File: config.mk
export PLATFORM = sky130hd
export DESIGN_NAME = decade_pulse_gen
export DESIGN_NICKNAME = d
export VERILOG_FILES = /design/src/rtl/dpg_pkg.sv /design/src/rtl/dpg_mode_ctrl.sv /design/src/rtl/dpg_decade_stage.sv /design/src/rtl/dpg_divider.sv /design/src/rtl/decade_pulse_gen.sv
export SDC_FILE = /design/constraint.sdc
export NUM_CORES = 1
export LEC_CHECK = 0
export BUFFER_PORTS_ARGS = -buffer_cell sky130_fd_sc_hd__buf_2
export CORE_MARGIN = 2
export CORE_UTILIZATION = 60
export DETAILED_ROUTE_END_ITERATION = 6
export GPL_ROUTABILITY_DRIVEN = 0
export PLACE_DENSITY = 0.87
export SYNTH_ARGS = -nofsm -noshare
export SYNTH_HDL_FRONTEND = slang
export SYNTH_SLANG_ARGS = --single-unit
File: constraint.sdc
create_clock -name clk_i -period 2.9 [get_ports clk_i]
set_input_delay 0.145 -clock clk_i [delete_from_list [all_inputs] [get_ports clk_i]]
set_output_delay 0.145 -clock clk_i [all_outputs]
set_load 0.01 [all_outputs]
File: src/rtl/dpg_pkg.sv
`timescale 1ns/1ps
package dpg_pkg;
  typedef enum logic [1:0] {
    MODE_CLEAR = 2'b00,
    MODE_RUN   = 2'b01,
    MODE_STOP  = 2'b10
  } mode_e;
endpackage

File: src/rtl/dpg_mode_ctrl.sv
`timescale 1ns/1ps
module dpg_mode_ctrl
  import dpg_pkg::*;
(
  input  logic  clk_i,
  input  logic  rst_ni,
  input  logic  run_press_i,
  input  logic  step_press_i,
  input  logic  clr_press_i,
  output logic  en_o,
  output logic  clear_o,
  output logic  div_reset_o,
  output mode_e mode_o
);

  mode_e mode_q, mode_d;
  logic  step_q, step_d;
  logic  clear_q, clear_d;

  // priority: clear > run > step
  always_comb begin
    mode_d  = mode_q;
    step_d  = 1'b0;
    clear_d = 1'b0;
    if (clr_press_i) begin
      mode_d  = MODE_CLEAR;
      clear_d = 1'b1;
    end else if (run_press_i) begin
      mode_d = MODE_RUN;
    end else if (step_press_i) begin
      unique case (mode_q)
        MODE_RUN:   mode_d = MODE_STOP;
        MODE_STOP:  step_d = 1'b1;
        MODE_CLEAR: mode_d = MODE_STOP;
        default:    mode_d = MODE_CLEAR;
      endcase
    end
  end

  always_ff @(posedge clk_i or negedge rst_ni) begin
    if (!rst_ni) begin
      mode_q  <= MODE_CLEAR;
      step_q  <= 1'b0;
      clear_q <= 1'b0;
    end else begin
      mode_q  <= mode_d;
      step_q  <= step_d;
      clear_q <= clear_d;
    end
  end

  assign en_o        = (mode_q == MODE_RUN) | step_q;
  assign clear_o     = clear_q;
  assign mode_o      = mode_q;
  // divider restarts on clear and on entry into run
  assign div_reset_o = clr_press_i | (run_press_i & (mode_q != MODE_RUN));

  AST_RUN_ENTRY: assert property (@(posedge clk_i) disable iff (!rst_ni)
    run_press_i && !clr_press_i |=> mode_q == MODE_RUN && en_o);
  AST_RUN_TO_STOP: assert property (@(posedge clk_i) disable iff (!rst_ni)
    mode_q == MODE_RUN && step_press_i && !run_press_i && !clr_press_i
    |=> mode_q == MODE_STOP && !en_o);
  AST_STEP_ONE: assert property (@(posedge clk_i) disable iff (!rst_ni)
    mode_q == MODE_STOP && step_press_i && !run_press_i && !clr_press_i |=> en_o);
  AST_STOP_IDLE: assert property (@(posedge clk_i) disable iff (!rst_ni)
    mode_q != MODE_RUN && !step_press_i && !run_press_i |=> !en_o);
  AST_CLR_STROBE: assert property (@(posedge clk_i) disable iff (!rst_ni)
    clr_press_i |=> clear_o && mode_q == MODE_CLEAR && !en_o);
  AST_CLR_SINGLE: assert property (@(posedge clk_i) disable iff (!rst_ni)
    !clr_press_i |=> !clear_o);
  AST_CLEAR_TO_STOP: assert property (@(posedge clk_i) disable iff (!rst_ni)
    mode_q == MODE_CLEAR && step_press_i && !run_press_i && !clr_press_i
    |=> mode_q == MODE_STOP && !en_o);

endmodule

File: src/rtl/dpg_decade_stage.sv
`timescale 1ns/1ps
module dpg_decade_stage #(
  parameter int unsigned RADIX = 10
) (
  input  logic clk_i,
  input  logic rst_ni,
  input  logic clr_i,
  input  logic adv_i,
  output logic wrap_o
);

  localparam int unsigned CntW = (RADIX > 1) ? $clog2(RADIX) : 1;
  localparam logic [CntW-1:0] Last = CntW'(RADIX - 1);

  logic [CntW-1:0] cnt_q;

  always_ff @(posedge clk_i or negedge rst_ni) begin
    if (!rst_ni) begin
      cnt_q <= '0;
    end else if (clr_i) begin
      cnt_q <= '0;
    end else if (adv_i) begin
      cnt_q <= (cnt_q == Last) ? '0 : cnt_q + CntW'(1);
    end
  end

  assign wrap_o = (cnt_q == Last);

  AST_CNT_RANGE: assert property (@(posedge clk_i) disable iff (!rst_ni)
    cnt_q <= Last);
  AST_CLR_ZERO: assert property (@(posedge clk_i) disable iff (!rst_ni)
    clr_i |=> cnt_q == '0);

endmodule

File: src/rtl/dpg_divider.sv
`timescale 1ns/1ps
module dpg_divider #(
  parameter int unsigned NUM_DECADES = 4,
  parameter int unsigned RADIX       = 10
) (
  input  logic                   clk_i,
  input  logic                   rst_ni,
  input  logic                   clr_i,
  input  logic                   en_i,
  input  logic                   pass_i,
  output logic [NUM_DECADES-1:0] strobe_o
);

  logic [NUM_DECADES:0]   carry;
  logic [NUM_DECADES-1:0] wrap;

  assign carry[0] = en_i;

  for (genvar k = 0; k < NUM_DECADES; k++) begin : g_stage
    dpg_decade_stage #(.RADIX(RADIX)) i_stage (
      .clk_i  (clk_i),
      .rst_ni (rst_ni),
      .clr_i  (clr_i),
      .adv_i  (carry[k]),
      .wrap_o (wrap[k])
    );
    assign carry[k+1] = carry[k] & wrap[k];
    assign strobe_o[k] = carry[k+1] & pass_i;

    if (k > 0) begin : g_nest
      AST_NESTED: assert property (@(posedge clk_i) disable iff (!rst_ni)
        strobe_o[k] |-> strobe_o[k-1]);
    end
  end

  AST_STROBE_EN: assert property (@(posedge clk_i) disable iff (!rst_ni)
    |strobe_o |-> en_i);
  AST_HELD_QUIET: assert property (@(posedge clk_i) disable iff (!rst_ni)
    !pass_i |-> strobe_o == '0);

endmodule

File: src/rtl/decade_pulse_gen.sv
`timescale 1ns/1ps
module decade_pulse_gen
  import dpg_pkg::*;
#(
  parameter int unsigned NUM_DECADES = 4,
  parameter int unsigned RADIX       = 10
) (
  input  logic                   clk_i,
  input  logic                   rst_ni,
  input  logic                   run_press_i,
  input  logic                   step_press_i,
  input  logic                   clr_press_i,
  input  logic                   div_clr_ni,
  output logic                   logic_en_o,
  output logic [NUM_DECADES-1:0] pulse_o,
  output logic                   clear_o,
  output logic [1:0]             mode_o
);

  mode_e mode;
  logic  en;
  logic  ctrl_div_reset;
  logic  div_clr;

  dpg_mode_ctrl i_ctrl (
    .clk_i        (clk_i),
    .rst_ni       (rst_ni),
    .run_press_i  (run_press_i),
    .step_press_i (step_press_i),
    .clr_press_i  (clr_press_i),
    .en_o         (en),
    .clear_o      (clear_o),
    .div_reset_o  (ctrl_div_reset),
    .mode_o       (mode)
  );

  assign div_clr = ctrl_div_reset | ~div_clr_ni;

  dpg_divider #(
    .NUM_DECADES (NUM_DECADES),
    .RADIX       (RADIX)
  ) i_div (
    .clk_i    (clk_i),
    .rst_ni   (rst_ni),
    .clr_i    (div_clr),
    .en_i     (en),
    .pass_i   (div_clr_ni),
    .strobe_o (pulse_o)
  );

  assign logic_en_o = en;
  assign mode_o     = mode;

  AST_MODE_LEGAL: assert property (@(posedge clk_i) disable iff (!rst_ni)
    mode_o != 2'b11);
  AST_RUN_ALL_EN: assert property (@(posedge clk_i) disable iff (!rst_ni)
    mode_o == 2'b01 |-> logic_en_o);

endmodule

==> flow_summary.toml, run 1 <==
[run_status]
status = "finished, final reports clean"

[clock_network]
cts_made_buffers = 3
cts_tree = "yes"
cts.htree.levels = 1
clkTransAtPathRegs_ps = 110
clockRootBuffer = "clkbuf_4"
clock_tree.buffer_depth = 2
clock-sinks = 20
worstSkewPairLatency_ps = 300

[synth]
synth_edf_count = 0
synth_cells = 123
syn_area_sq_mm = 0.00117
ys_seq_area_share_pct = 42.9
syn-num-nets = 137
synthArstFlopShare_pct = 100
synth-seq-cells = 20
ys_types = 30
synth_area_per_cell_sq_um = 9.49
yosys-top-cells-area = "dfrtp_1 (43%), ha_1 (8.6%), a21oi_1 (5.1%)"
yosys_warnings = 0
yosys.area.top_type_share_pct = 42.9
yosysTopAreaCell = "dfrtp_1"
ys.flop_type = "dfrtp_1"

[timing]
fin_skew_ps = 3.91
tightest_slew_ps = 558
fmax_mhz = 446
drv_slew = 0
period_minus_slack_ps = 2240
finalSetupViolCount = 0
final.period_utilization_pct = 77.3
holdWs_ps = 58.3
hold_viol = 0
rsz0062_at_grt = "no"
tns_ps = 0
relSlewSlack_pct = 62.8

[routing]
vias_per_cell = 5.68
num_vias = 932
drt-initial-drc-count = 6
wl_per_cell_um = 13.9
postRouteAntennaNets = 0
wirelength_um = 2290
first_pass_iters = 4
drc = 0

[global_route]
antenna_found_initial = 0
gr-total-overflow = 0
track_usage_pct = 24.8
grt_max_degree = 21
grt_first_pass_wirelength_um = 3850
grt_pass1_vias = 864

[worst_setup_path]
end_kind = "primary output"
path_class = "register to primary output"
reg2regPathDepth = 6
reg2reg_from = "i_div.g_stage[0].i_stage.cnt_q[1]$_DFFE_PN0P_"
reg2reg_slack_ps = 950
required_ps = 2760
critPathMaxFanout = 8
arrival_ps = 2100
startpoint_type = "register"
rr_endpoint = "i_div.g_stage[1].i_stage.cnt_q[2]$_DFFE_PN0P_"

[placement]
dp.final_hpwl_um = 1620
dp.cells = 158
numPortBuffers = 13

[power_and_ir_drop]
pwr-share-comb_pct = 7.2
seqPwrFrac_pct = 58.8
swShare_pct = 23.5
power.total_w = 0.000485
ir_worst_vdd_uv = 263
power.density_mw_per_mm2 = 373
leakage_nw = 0.586
pwr-share-clk_pct = 34.0
p_sw_w = 0.000114
internal-power_w = 0.000371

[floorplanning]
start_util_pct = 65.5
rows = 15
core_area_sq_mm = 0.00178
die-area_sq_mm = 0.00231
die_x_um = 48.1
io_pins = 14
die_y_um = 48.1

[min_path]
whs_path_depth = 2
hold_path_class = "primary input to register"
hold_end = "i_ctrl.mode_o[1]$_DFFE_PN0P_"
min-delay-start = "step_press_i"

[cells_and_area]
fin_nets = 154
diodes = 0
stdcell_count = 164
fill_cells = 134
layout-drive-gt1-share_pct = 16.5
area_delta_synth_final_pct = 11.1

[job]
drv_cap = 0
state kept, by name, indices dropped and copies added, names as in the netlist:
| signal | count |
|---|---|
| i_div.g_stage.i_stage.cnt_q | 16 |
| i_ctrl.mode_o | 2 |
| i_ctrl.step_q | 1 |
| i_ctrl.clear_o | 1 |
Yosys cell counts (2+ instances only):
cell and instances:
o21ai_0 10, nor2b_1 3, or3_1 7, inv_1 11
nand3_1 4, and2_1 2, ha_1 8, dfrtp_1 20
nand2_1 6, a21oi_1 12, or4_1 2, and3b_1 4
mux2i_1 3, nor2_1 15
kinds of logic after synthesis:
| group | after synthesis | share of synthesized area, % |
|---|---|---|
| simple gates | 46 | 20.9 |
| compound gates | 31 | 18.7 |
| flops | 20 | 42.9 |
| buf+inv | 14 | 5.47 |
| fa+ha+maj | 8 | 8.57 |
| mux | 4 | 3.54 |
worst max-delay path by stage:
stage | from | end | slack, ps | depth (start not counted)
after floorplan | i_div.g_stage[0].i_stage.cnt_q[1]$_DFFE_PN0P_ | pulse_o[3] | 1200 | 7
after global placement | i_div.g_stage[0].i_stage.cnt_q[1]$_DFFE_PN0P_ | pulse_o[3] | 1080 | 7
after detailed placement | i_div.g_stage[0].i_stage.cnt_q[1]$_DFFE_PN0P_ | i_div.g_stage[1].i_stage.cnt_q[2]$_DFFE_PN0P_ | 990 | 6
after CTS | i_div.g_stage[0].i_stage.cnt_q[1]$_DFFE_PN0P_ | pulse_o[3] | 650 | 7
after global routing | i_div.g_stage[0].i_stage.cnt_q[1]$_DFFE_PN0P_ | pulse_o[3] | 500 | 7
final | i_div.g_stage[0].i_stage.cnt_q[1]$_DFFE_PN0P_ | pulse_o[3] | 660 | 7
critical path: stages (launching register included):
cell,delay (ps)
dfrtp_1,440
inv_1,70
ha_1,160
and3b_1,360
o21ai_2,190
nor3_1,270
and2_1,180
buf_2,130
cell type report:
type,instances,area [sq um],share of cell area [%]
multi-input combinational,89,603,46.5
sequential,20,500,38.6
timing repair buffer,15,85.1,6.56
inverter,11,41.3,3.18
clock buffer,4,36.3,2.80
tap,25,31.3,2.41
what timing repair did:
item	CTS	global route
hold buffers	2	0
gates resized for setup	0	0
hold endpoints to repair	21	0
setup buffers	0	0
stage by stage:
stage,area [sq um],util (%),worst slack (ps)
finish,1300,72.8,659
detailed placement,1240,69.6,988
global route,1300,72.8,504
CTS,1300,72.8,647
floorplan,1170,-,1200
global placement,1240,69.6,1080
layer usage:
layer  track usage [%]  vias up  wire length, um
met5                 0        -                0
met4              12.4        0               36
met3              4.81        4               81
met2              40.3       18             1160
met1              31.7      450             1010
li1                  -      460                -
power groups by stage:
stage | Clock [W] | Sequential [W] | Combinational, W
after floorplan | 0 | 0.000291 | 0.0000154
after global placement | 0 | 0.000290 | 0.0000322
after detailed placement | 0 | 0.000290 | 0.0000333
after CTS | 0.000169 | 0.000285 | 0.0000356
after global routing | 0.000180 | 0.000285 | 0.0000394
final | 0.000165 | 0.000285 | 0.0000351
cells in the final DEF (no fill, tap or decap), types with 2 or more instances in the layout:
cell and count:
ha_1 8, dfrtp_1 20, and2_1 2, nand2_1 6
and3b_1 4, dlygate4sd3_1 2, mux2i_1 3, inv_1 11
buf_2 13, nand3_1 4, nor2b_1 3, nor2_1 15
a21oi_1 12, or4_1 2, clkbuf_4 3, o21ai_0 10
or3_1 7
No activity file was read; power rests on OpenSTA's default activity.
==> run 2: changes to the inputs <==
--- a/config.mk
+++ b/config.mk
@@ -5,12 +5,13 @@
 export SDC_FILE = /design/constraint.sdc
 export NUM_CORES = 1
 export LEC_CHECK = 0
+export ABC_AREA = 1
 export BUFFER_PORTS_ARGS = -buffer_cell sky130_fd_sc_hd__buf_2
 export CORE_MARGIN = 2
-export CORE_UTILIZATION = 60
+export CORE_UTILIZATION = 51
 export DETAILED_ROUTE_END_ITERATION = 6
 export GPL_ROUTABILITY_DRIVEN = 0
-export PLACE_DENSITY = 0.87
+export PLACE_DENSITY = 0.79
 export SYNTH_ARGS = -nofsm -noshare
 export SYNTH_HDL_FRONTEND = slang
 export SYNTH_SLANG_ARGS = --single-unit
==> constraint.sdc (replaced) <==
create_clock -name clk_i -period 1.85 [get_ports clk_i]
set_input_delay 0.0925 -clock clk_i [delete_from_list [all_inputs] [get_ports clk_i]]
set_output_delay 0.0925 -clock clk_i [all_outputs]
set_load 0.01 [all_outputs]
==> run 2 against run 1 <==
The run now ends with setup timing left. Final area grew 15%. Die area grew 25%. Worst hold slack gained 41 ps. Routed wire length grew 13%. Total power grew 88%. Cell count grew 34%. Sequential share of layout area shrank 5.0 points. Non-clock buffer count grew 6. Synthesized cell count grew 35%. Sequential cell count is the same. Critical endpoint unchanged. Largest power group unchanged.
==> flow_summary.toml, run 2 <==
[timing]
drv_slew = 0
tightest_slew_ps = 466
rsz0062_at_grt = "yes"
relSlewSlack_pct = 68.9
final.period_utilization_pct = 101
setup_ws_ps = -17.1
fin_skew_ps = 6.56
period_minus_slack_ps = 1870
fmax_mhz = 536
hold_viol = 0
finalSetupViolCount = 1

[clock_network]
cts.htree.levels = 1
worstSkewPairLatency_ps = 310
clock_tree.buffer_depth = 2
clock-sinks = 20
clkTransAtPathRegs_ps = 120
cts_made_buffers = 3
clockRootBuffer = "clkbuf_4"
cts_tree = "yes"

[worst_setup_path]
critPathMaxFanout = 5
reg2regPathDepth = 7
startpoint_type = "register"
end_kind = "primary output"
crit_chain = "inv_1 -> ha_1 -> nand2_2 -> nor2_4 -> nand2_4 -> nor2_4 -> nand3_2 -> nor2_1 -> buf_2"
setup.worst_path.end = "pulse_o[3]"
arrival_ps = 1770
cp_slowest_cell = "dfrtp_1"
critPathLaunch = "i_div.g_stage[0].i_stage.cnt_q[1]$_DFFE_PN0P_"
reg2reg_from = "i_div.g_stage[2].i_stage.cnt_q[1]$_DFFE_PN0P_"
reg2reg_slack_ps = 300
path_buf_inv = 2
path_common_cell = "nor2_4"
required_ps = 1760
slowest_delay_ps = 420
cp_top_family = "simple AND/OR/NAND/NOR gates"
path_class = "register to primary output"
cp.depth = 9
rr_endpoint = "i_div.g_stage[3].i_stage.cnt_q[3]$_DFFE_PN0P_"

[min_path]
hold_path_class = "primary input to register"

[synth]
ys_seq_area_share_pct = 39.4
ys.flop_type = "dfrtp_1"
synth-seq-cells = 20
syn-num-nets = 180
synth_edf_count = 0
yosys.area.top_type_share_pct = 39.4
ys_types = 23
yosysMostFrequentCell = "nand2_1"
yosysTopAreaCell = "dfrtp_1"
yosys_warnings = 0
synth_cells = 166
synth_area_per_cell_sq_um = 7.64
synthArstFlopShare_pct = 100
netlist_top_cells_count = "nand2_1 (36), nand3_1 (28), inv_1 (24)"
yosys-top-cells-area = "dfrtp_1 (39%), nand3_1 (11%), nand2_1 (11%)"
syn_area_sq_mm = 0.00127

[routing]
num_vias = 1158
postRouteAntennaNets = 0
drt-initial-drc-count = 35
first_pass_iters = 4
vias_per_cell = 5.29
wl_per_cell_um = 11.8
drc = 0
wirelength_um = 2590

[global_route]
grt_max_degree = 21
gr-total-overflow = 0
antenna_found_initial = 0
grt_pass1_vias = 1029
grt_first_pass_wirelength_um = 4180
track_usage_pct = 19.6

[power_and_ir_drop]
power.total_w = 0.000912
power.density_mw_per_mm2 = 612
leakage_nw = 0.780
ir_worst_vdd_uv = 538

[run_status]
status = "finished, violations left"
violations = "setup timing"

[floorplanning]
start_util_pct = 52.6
die_y_um = 53.9
core_area_sq_mm = 0.00241
rows = 18
io_pins = 14
die_x_um = 53.9
die-area_sq_mm = 0.00290

[cells_and_area]
top_register = "i_div.g_stage.i_stage.cnt_q"
area_delta_synth_final_pct = 17.5
layout_common_cells = "nand2_1 (35), nand3_1 (27), inv_1 (24)"
stdcell_count = 219
diodes = 0
postLayoutCellArea_sq_mm = 0.00149
mostFrequentLayoutCell = "nand2_1"
fin_nets = 204
layout-drive-gt1-share_pct = 18.5
largest_reg_flops = 16

[placement]
dp.cells = 207
numPortBuffers = 13
dpl_cell_area_sq_mm = 0.00135
dp.final_hpwl_um = 1840

[job]
drv_cap = 0
==> run 2: cell count changes after synthesis, sizes merged, moves of 3 or more <==
cell   before  now
nand2       6   41
nand3       4   28
inv        11   24
a21oi      12    3
or3         7    0
nor2       15   20
and3b       4    0
mux2i       3    0
nand4       0    3
nor2b       3    0
o21ai      11    8
xor2        0    3
==> run 2: stage by stage <==
step           hold WS, ps  setup TNS, ps  util, %  worst slack, ps
3_3_place_gp          61.7              0     56.1              350
6_report              99.5          -17.1     61.8            -17.1
5_1_grt                108           -208     61.8             -128
2_1_floorplan         -203              0        -              472
3_5_place_dp          65.1              0     56.1              333
4_1_cts                105              0     59.6             5.42
==> run 2: what timing repair did <==
item	in CTS	in global routing
hold buffers	3	0
hold endpoints to repair	23	0
gates resized for setup	0	4
setup buffers	0	5
endpoints found under the setup margin	0	3
==> run 2: how the worst min path moves through the flow <==
stage,from,to,cells after the start
6_report,run_press_i,i_ctrl.mode_o[0]$_DFFE_PN0P_,3
5_1_grt,run_press_i,i_ctrl.step_q$_DFF_PN0_,4
4_1_cts,run_press_i,i_ctrl.step_q$_DFF_PN0_,4
3_5_place_dp,rst_ni,i_div.g_stage[3].i_stage.cnt_q[0]$_DFFE_PN0P_,1
3_3_place_gp,rst_ni,i_div.g_stage[3].i_stage.cnt_q[1]$_DFFE_PN0P_,1
2_1_floorplan,rst_ni,i_ctrl.clear_o$_DFF_PN0_,0
==> run 2: layout make-up <==
class / instances / area, sq um
clock buffers: 3 / 22.5
well taps: 30 / 37.5
fillers: 204 / 920
clock inverters: 1 / 30.0
multi-input cells: 120 / 677
inverters: 24 / 90.1
flip-flops and latches: 20 / 500
repair buffers: 21 / 133
==> run 2: worst reg2reg max path: stages (launching register included) <==
cell and delay [ps]:
dfrtp_1 450, inv_1 80, ha_1 160, nand2_1 60
nor2_1 280, nand4_1 240, nand3_1 120, nand2_1 50
==> run 2: layer usage <==
metal,vias up,GRT usage [%],routed length (um)
met5,-,0,0
met4,0,8.12,42
met3,5,1.94,77
met2,21,35.0,1320
met1,554,24.0,1150
li1,578,-,-
==> run 2: kinds of logic (layout without fill, tap and decap cells) <==
kind of cell    after synthesis  in the layout  synth area share, %
compound gates               12             12                 5.72
xor+xnor                      3              3                 2.07
fa+ha+maj                     8              8                 7.89
buf+inv                      26             49                 8.58
flops                        20             20                 39.4
simple gates                 97             97                 36.3
==> run 2: power by group <==
group / leakage [nW] / total (W) / switching (W) / internal, W
clock: 0.0279 / 0.000366 / 0.000147 / 0.000219
combinational: 0.479 / 0.0000887 / 0.0000587 / 0.0000300
sequential: 0.274 / 0.000458 / 0.0000119 / 0.000446
